$ cat config.mk
export PLATFORM = sky130hd
export DESIGN_NAME = exc_entry_ctrl
export DESIGN_NICKNAME = d
export VERILOG_FILES = /design/src/rtl/exc_pkg.sv /design/src/rtl/exc_sync.sv /design/src/rtl/exc_arbiter.sv /design/src/rtl/exc_bank.sv /design/src/rtl/exc_entry_ctrl.sv
export SDC_FILE = /design/constraint.sdc
export NUM_CORES = 1
export LEC_CHECK = 0
export BUFFER_PORTS_ARGS = -buffer_cell sky130_fd_sc_hd__buf_2
export CORE_UTILIZATION = 57
export CTS_CLUSTER_SIZE = 16
export DETAILED_ROUTE_END_ITERATION = 7
export GPL_TIMING_DRIVEN = 0
export PLACE_DENSITY = 0.95
export SLEW_MARGIN = 20
export SYNTH_ARGS = -nofsm -noshare
export SYNTH_HDL_FRONTEND = slang
export SYNTH_SLANG_ARGS = --single-unit
$ cat constraint.sdc
create_clock -name clk -period 3.7 [get_ports clk]
set_input_delay 0.555 -clock clk [delete_from_list [all_inputs] [get_ports clk]]
set_output_delay 0.555 -clock clk [all_outputs]
set_load 0.02 [all_outputs]
$ cat src/rtl/exc_pkg.sv
`timescale 1ns/1ps
package exc_pkg;

    localparam int MODE_W   = 5;
    localparam int BIT_F    = 6;
    localparam int BIT_I    = 7;
    localparam int LINK_OFS = 4;
    localparam int VEC_FIQ  = 'h1C;
    localparam int VEC_IRQ  = 'h18;

    localparam logic [MODE_W-1:0] MODE_USER = 5'b10000;
    localparam logic [MODE_W-1:0] MODE_FIQ  = 5'b10001;
    localparam logic [MODE_W-1:0] MODE_IRQ  = 5'b10010;
    localparam logic [MODE_W-1:0] MODE_SVC  = 5'b10011;

    localparam int BANK_FIQ = 0;
    localparam int BANK_IRQ = 1;
    localparam int NBANKS   = 2;

    typedef enum logic [1:0] {
        EXC_NONE = 2'd0,
        EXC_IRQ  = 2'd1,
        EXC_FIQ  = 2'd2
    } exc_kind_e;

endpackage

$ cat src/rtl/exc_sync.sv
`timescale 1ns/1ps
module exc_sync #(
    parameter int   STAGES  = 2,
    parameter logic RST_VAL = 1'b1
) (
    input  logic clk,
    input  logic rst_n,
    input  logic d_i,
    output logic q_o
);

    logic [STAGES-1:0] chain_d, chain_q;

    always_comb begin
        chain_d    = chain_q << 1;
        chain_d[0] = d_i;
    end

    always_ff @(posedge clk or negedge rst_n) begin
        if (!rst_n) chain_q <= {STAGES{RST_VAL}};
        else        chain_q <= chain_d;
    end

    assign q_o = chain_q[STAGES-1];

endmodule

$ cat src/rtl/exc_arbiter.sv
`timescale 1ns/1ps
module exc_arbiter
    import exc_pkg::*;
(
    input  logic      boundary_i,
    input  logic      fiq_req_i,
    input  logic      irq_req_i,
    input  logic      f_mask_i,
    input  logic      i_mask_i,
    output exc_kind_e kind_o
);

    always_comb begin
        kind_o = EXC_NONE;
        if (boundary_i) begin
            if (fiq_req_i && !f_mask_i)      kind_o = EXC_FIQ;
            else if (irq_req_i && !i_mask_i) kind_o = EXC_IRQ;
        end
    end

endmodule

$ cat src/rtl/exc_bank.sv
`timescale 1ns/1ps
module exc_bank #(
    parameter int DATA_W = 32,
    parameter int BANKS  = 2
) (
    input  logic                          clk,
    input  logic                          rst_n,
    input  logic [BANKS-1:0]              we_i,
    input  logic [DATA_W-1:0]             lr_i,
    input  logic [DATA_W-1:0]             sr_i,
    output logic [BANKS-1:0][DATA_W-1:0]  lr_o,
    output logic [BANKS-1:0][DATA_W-1:0]  sr_o
);

    for (genvar g = 0; g < BANKS; g++) begin : g_bank
        logic [DATA_W-1:0] lr_d, lr_q, sr_d, sr_q;

        always_comb begin
            lr_d = lr_q;
            sr_d = sr_q;
            if (we_i[g]) begin
                lr_d = lr_i;
                sr_d = sr_i;
            end
        end

        always_ff @(posedge clk or negedge rst_n) begin
            if (!rst_n) begin
                lr_q <= '0;
                sr_q <= '0;
            end else begin
                lr_q <= lr_d;
                sr_q <= sr_d;
            end
        end

        assign lr_o[g] = lr_q;
        assign sr_o[g] = sr_q;
    end

endmodule

$ cat src/rtl/exc_entry_ctrl.sv
`timescale 1ns/1ps
module exc_entry_ctrl
    import exc_pkg::*;
#(
    parameter int DATA_W      = 32,
    parameter int SYNC_STAGES = 2
) (
    input  logic              clk,
    input  logic              rst_n,
    input  logic              fiq_n_i,
    input  logic              irq_n_i,
    input  logic              boundary_i,
    input  logic [DATA_W-1:0] next_addr_i,
    input  logic              ret_i,
    input  logic              sr_wr_i,
    input  logic [DATA_W-1:0] sr_wdata_i,
    output logic [DATA_W-1:0] sr_o,
    output logic [DATA_W-1:0] pc_o,
    output logic              pc_load_o,
    output logic              take_fiq_o,
    output logic              take_irq_o,
    output logic [DATA_W-1:0] fiq_lr_o,
    output logic [DATA_W-1:0] fiq_spsr_o,
    output logic [DATA_W-1:0] irq_lr_o,
    output logic [DATA_W-1:0] irq_spsr_o
);

    localparam int NLINES = 2;
    localparam logic [DATA_W-1:0] SR_RST =
        DATA_W'({1'b1, 1'b1, 1'b0, MODE_SVC});

    typedef struct packed {
        logic [DATA_W-1:0] sr;
        logic [DATA_W-1:0] pc;
        logic              pc_load;
        logic              take_fiq;
        logic              take_irq;
    } state_t;

    state_t st_d, st_q;

    // synchronizers: line 0 = fast, line 1 = normal
    logic [NLINES-1:0] line_n, line_sync_n;
    assign line_n = {irq_n_i, fiq_n_i};

    for (genvar g = 0; g < NLINES; g++) begin : g_sync
        exc_sync #(.STAGES(SYNC_STAGES), .RST_VAL(1'b1)) u_sync (
            .clk   (clk),
            .rst_n (rst_n),
            .d_i   (line_n[g]),
            .q_o   (line_sync_n[g])
        );
    end

    exc_kind_e kind;

    exc_arbiter u_arb (
        .boundary_i (boundary_i && !ret_i),
        .fiq_req_i  (!line_sync_n[0]),
        .irq_req_i  (!line_sync_n[1]),
        .f_mask_i   (st_q.sr[BIT_F]),
        .i_mask_i   (st_q.sr[BIT_I]),
        .kind_o     (kind)
    );

    logic [NBANKS-1:0]             bank_we;
    logic [NBANKS-1:0][DATA_W-1:0] bank_lr, bank_sr;
    logic [DATA_W-1:0]             link_val;

    assign link_val = next_addr_i + DATA_W'(LINK_OFS);

    exc_bank #(.DATA_W(DATA_W), .BANKS(NBANKS)) u_bank (
        .clk   (clk),
        .rst_n (rst_n),
        .we_i  (bank_we),
        .lr_i  (link_val),
        .sr_i  (st_q.sr),
        .lr_o  (bank_lr),
        .sr_o  (bank_sr)
    );

    logic [MODE_W-1:0] cur_mode;
    assign cur_mode = st_q.sr[MODE_W-1:0];

    always_comb begin
        st_d          = st_q;
        st_d.pc_load  = 1'b0;
        st_d.take_fiq = 1'b0;
        st_d.take_irq = 1'b0;
        bank_we       = '0;

        if (ret_i) begin
            if (cur_mode == MODE_FIQ) begin
                st_d.pc      = bank_lr[BANK_FIQ] - DATA_W'(LINK_OFS);
                st_d.sr      = bank_sr[BANK_FIQ];
                st_d.pc_load = 1'b1;
            end else if (cur_mode == MODE_IRQ) begin
                st_d.pc      = bank_lr[BANK_IRQ] - DATA_W'(LINK_OFS);
                st_d.sr      = bank_sr[BANK_IRQ];
                st_d.pc_load = 1'b1;
            end
        end else if (boundary_i) begin
            st_d.pc_load = 1'b1;
            unique case (kind)
                EXC_FIQ: begin
                    bank_we[BANK_FIQ]         = 1'b1;
                    st_d.sr[MODE_W-1:0]       = MODE_FIQ;
                    st_d.sr[BIT_F]            = 1'b1;
                    st_d.sr[BIT_I]            = 1'b1;
                    st_d.pc                   = DATA_W'(VEC_FIQ);
                    st_d.take_fiq             = 1'b1;
                end
                EXC_IRQ: begin
                    bank_we[BANK_IRQ]         = 1'b1;
                    st_d.sr[MODE_W-1:0]       = MODE_IRQ;
                    st_d.sr[BIT_I]            = 1'b1;
                    st_d.pc                   = DATA_W'(VEC_IRQ);
                    st_d.take_irq             = 1'b1;
                end
                default: begin
                    st_d.pc = next_addr_i;
                end
            endcase
        end else if (sr_wr_i) begin
            st_d.sr = sr_wdata_i;
            if (cur_mode == MODE_USER) begin
                st_d.sr[BIT_F] = st_q.sr[BIT_F];
                st_d.sr[BIT_I] = st_q.sr[BIT_I];
            end
        end
    end

    always_ff @(posedge clk or negedge rst_n) begin
        if (!rst_n) begin
            st_q.sr       <= SR_RST;
            st_q.pc       <= '0;
            st_q.pc_load  <= 1'b0;
            st_q.take_fiq <= 1'b0;
            st_q.take_irq <= 1'b0;
        end else begin
            st_q <= st_d;
        end
    end

    assign sr_o       = st_q.sr;
    assign pc_o       = st_q.pc;
    assign pc_load_o  = st_q.pc_load;
    assign take_fiq_o = st_q.take_fiq;
    assign take_irq_o = st_q.take_irq;
    assign fiq_lr_o   = bank_lr[BANK_FIQ];
    assign fiq_spsr_o = bank_sr[BANK_FIQ];
    assign irq_lr_o   = bank_lr[BANK_IRQ];
    assign irq_spsr_o = bank_sr[BANK_IRQ];

endmodule

==> results.sh <==
export IMPL_wl_per_cell_um=22.2
export IMPL_path_class="register to register"
export IMPL_maximum_number_of_pins_on_one_net_before_global_route_repair=102
export IMPL_setup_viol_count_final=0
export IMPL_cts_root_buffer_cell="sky130_fd_sc_hd__clkbuf_16"
export IMPL_postSynthCellCount=931
export IMPL_grt_pass1_vias=9209
export IMPL_floorplan_initialDensity_pct=58.5
export IMPL_clkTransAtPathRegs_ns=0.08
export IMPL_mappedNetlistArea_um2=9710
export IMPL_layout_cells_most_common="sky130_fd_sc_hd__buf_2"
export IMPL_power_density_cell_area_nw_per_um2=682
export IMPL_multi_input_gate_area_um2=4420
export IMPL_setup_ws_ns=0.574
export IMPL_synth_cell_types=62
export IMPL_critical_path_startpoint_type="register"
export IMPL_cp_data_arrival_time_ns=3.48
export IMPL_endpoint="sr_o[2]$_DFFE_PN0P_"
export IMPL_max_cap_viol_count=0
export IMPL_yosysSeqAreaShare_pct=51.4
export IMPL_leakagePower_nw=5.76
export IMPL_worst_reg_to_reg_setup_slack_ns=0.57
export IMPL_ioPinCount=266
export IMPL_fp_row_count=47
export IMPL_worst_clock_skew_ns=0.0142
export IMPL_stdcell_area_um2=11900
export IMPL_fin_max_slew_vios=0
export IMPL_synth_fp_nets=1007
export IMPL_grt_setup_unrepaired="no"
export IMPL_ys_dominant_reg_cell="sky130_fd_sc_hd__dfrtp_1"
export IMPL_via_count=9388
export IMPL_period_needed_ns=3.13
export IMPL_tritoncts_clock_tree="built"
export IMPL_dieHeight_um=132
export IMPL_chipWidth_um=132
export IMPL_cts_hold_buf=0
export IMPL_global_route_overflow_total=0
export IMPL_routed_wirelength_mm=32.2
export IMPL_data_required_time_of_the_worst_path_ns=4.06
export IMPL_cts_setup_buffers=0
export IMPL_cts_made_buffers=17
export IMPL_r2r_cells=8
export IMPL_layout_common_cells="sky130_fd_sc_hd__buf_2, sky130_fd_sc_hd__dfrtp_1, sky130_fd_sc_hd__nand2_1"
export IMPL_grt_antenna_before_repair=3
export IMPL_asyncSetResetFlopFracSynth_pct=100
export IMPL_final_fill_count=1176
export IMPL_antenna_violating_nets_post_route=0
export IMPL_detail_route_vias_per_cell=6.47
export IMPL_sequential_cell_area_um2=4990
export IMPL_hpwl_mm=22.7
export IMPL_worst_vdd_rail_ir_drop_v=0.000408
export IMPL_drive_gt1_share_pct=32.7
export IMPL_cts_sinks=199
export IMPL_final_hold_violation_count=0
export IMPL_ys_seq_elements=199
export IMPL_critical_path_peak_fanout=10
export IMPL_timing_rr_start="sr_o[4]$_DFFE_PN1P_"
export IMPL_maxSlewHeadroom_pct=42.4
export IMPL_pre_cts_slack_ns=0.360
export IMPL_port_buffers=265
export IMPL_cp_startpoint="sr_o[4]$_DFFE_PN1P_"
export IMPL_globalplace_congestion=0.937
export IMPL_yosys_warnings=0
export IMPL_setup_worst_path_end_class="register"
export IMPL_layout_area_overhead_pct=23.1
export IMPL_kind_of_path_behind_the_tightest_hold_check="input port to async pin"
export IMPL_grt_first_pass_wirelength_mm=50.3
export IMPL_clock_tree_buffer_depth=2
export IMPL_finalCritPeriodShare_pct=84.5
export IMPL_number_of_synthesized_flops_with_an_enable_pin=0
export IMPL_cts_resized=0
export IMPL_worst_r2r_endpoint="sr_o[2]$_DFFE_PN0P_"
export IMPL_clk_insertion_delay_late_ns=0.45
export IMPL_detail_route_iter0_violations=1322
export IMPL_die_area_um2=17600
export IMPL_number_of_iterations_in_the_first_detailed_routing_pass=8
export IMPL_remaining_drc_errors=0
export IMPL_synth_avg_cell_area_um2=10.4
export IMPL_max_freq_mhz=320
export IMPL_core_um2=16600
export IMPL_status="finished, final reports clean"
export IMPL_dpl_instance_area_um2=11400
export IMPL_total_global_routing_track_utilization_pct=37.3
export IMPL_tightest_slew_ns=0.861
export IMPL_htreeDepth=4
export IMPL_nets=1292
flip-flops by register name, indices dropped and copies added (netlist names):
signal / flops
g_sync.u_sync.chain_q: 4
pc_load_o: 1
pc_o: 32
sr_o: 32
take_fiq_o: 1
take_irq_o: 1
u_bank.g_bank.lr_q: 64
u_bank.g_bank.sr_q: 64
per-layer routing:
layer	global-route usage [%]	up-vias	share of wire, %
li1	-	3946	-
met1	47.7	4536	36
met2	57.9	752	47
met3	9.54	152	12
met4	21.5	2	5.1
met5	0	-	0.040
Yosys cell counts, types with 6 or more instances:
library cell	instances	area share, %
sky130_fd_sc_hd__nand4_1	6	0.39
sky130_fd_sc_hd__nor4_1	20	1.3
sky130_fd_sc_hd__nor2_1	62	2.4
sky130_fd_sc_hd__dfrtp_1	190	49
sky130_fd_sc_hd__o21ai_1	7	0.36
sky130_fd_sc_hd__o31ai_1	27	2.1
sky130_fd_sc_hd__o21ai_0	83	4.3
sky130_fd_sc_hd__nor3_1	21	1.1
sky130_fd_sc_hd__buf_2	6	0.31
sky130_fd_sc_hd__xnor2_1	42	3.8
sky130_fd_sc_hd__inv_1	16	0.62
sky130_fd_sc_hd__o22ai_1	7	0.45
sky130_fd_sc_hd__mux2_2	72	8.4
sky130_fd_sc_hd__a222oi_1	20	2.1
sky130_fd_sc_hd__nand3_1	12	0.62
sky130_fd_sc_hd__nand2_1	124	4.8
sky130_fd_sc_hd__and3_1	7	0.45
sky130_fd_sc_hd__a221oi_1	31	2.8
sky130_fd_sc_hd__buf_1	6	0.23
sky130_fd_sc_hd__xor2_1	41	3.7
sky130_fd_sc_hd__dfstp_2	9	2.4
sky130_fd_sc_hd__a22oi_1	8	0.62
sky130_fd_sc_hd__clkbuf_1	41	1.6
cell type report:
class,instances,area share (%)
Clock inverter,11,1.13
Antenna cell,2,0.0419
Sequential cell,199,41.8
Clock buffer,21,3.77
Multi-Input combinational cell,657,37.0
Timing Repair Buffer,266,11.4
Inverter,19,0.597
Tap cell,220,2.30
Buffer,56,1.95
stage by stage:
step	total power [mW]	cells	utilization, %	TNS, ns	hold slack [ns]
CTS	8.08	1449	72.0	0	0.166
detailed placement	6.18	1417	68.4	0	0.347
floorplan	5.02	931	-	0	0.259
finish	8.15	1451	72.0	0	0.127
global route	8.47	1451	72.0	0	0.177
global placement	6.06	1416	68.2	-204.11	0.347
cells by family after synthesis:
| family | after synthesis | share of synthesized area [%] |
|---|---|---|
| AOI/OAI and AO/OA | 207 | 14.6 |
| xor gates and xnor gates | 83 | 7.49 |
| adders and majority gates | 5 | 0.645 |
| buffers and inverters | 75 | 3.13 |
| DFF | 199 | 51.4 |
| muxes | 74 | 8.56 |
| and+or+nand+nor | 288 | 14.2 |
power by group:
part           leakage (nW)  switching (mW)  internal, mW
Combinational          2.92            1.82          1.04
Clock                 0.281           0.874          1.03
Sequential             2.56           0.651          2.73
Total                  5.76            3.34          4.81
critical path, cell delays in order (launching register included):
cell                       delay (ns)
sky130_fd_sc_hd__dfstp_2         0.57
sky130_fd_sc_hd__or3b_2          0.46
sky130_fd_sc_hd__clkbuf_1        0.17
sky130_fd_sc_hd__nor2_1          0.13
sky130_fd_sc_hd__nand2_1         0.24
sky130_fd_sc_hd__nor2_1          0.75
sky130_fd_sc_hd__buf_2           0.43
sky130_fd_sc_hd__a22oi_1         0.11
sky130_fd_sc_hd__a31oi_1         0.18
worst min path at each step:
stage / start / endpoint / slack, ns / cells past startpoint
finish: rst_n / pc_o[17]$_DFFE_PN0P_ / 0.13 / 1
CTS: rst_n / pc_o[17]$_DFFE_PN0P_ / 0.17 / 1
detailed placement: g_sync[0].u_sync.chain_q[0]$_DFF_PN1_ / g_sync[0].u_sync.chain_q[1]$_DFF_PN1_ / 0.35 / 0
global placement: g_sync[0].u_sync.chain_q[0]$_DFF_PN1_ / g_sync[0].u_sync.chain_q[1]$_DFF_PN1_ / 0.35 / 0
global route: rst_n / pc_o[17]$_DFFE_PN0P_ / 0.18 / 1
floorplan: rst_n / pc_load_o$_DFF_PN0_ / 0.26 / 0
Power figures use the tool's default switching activity.
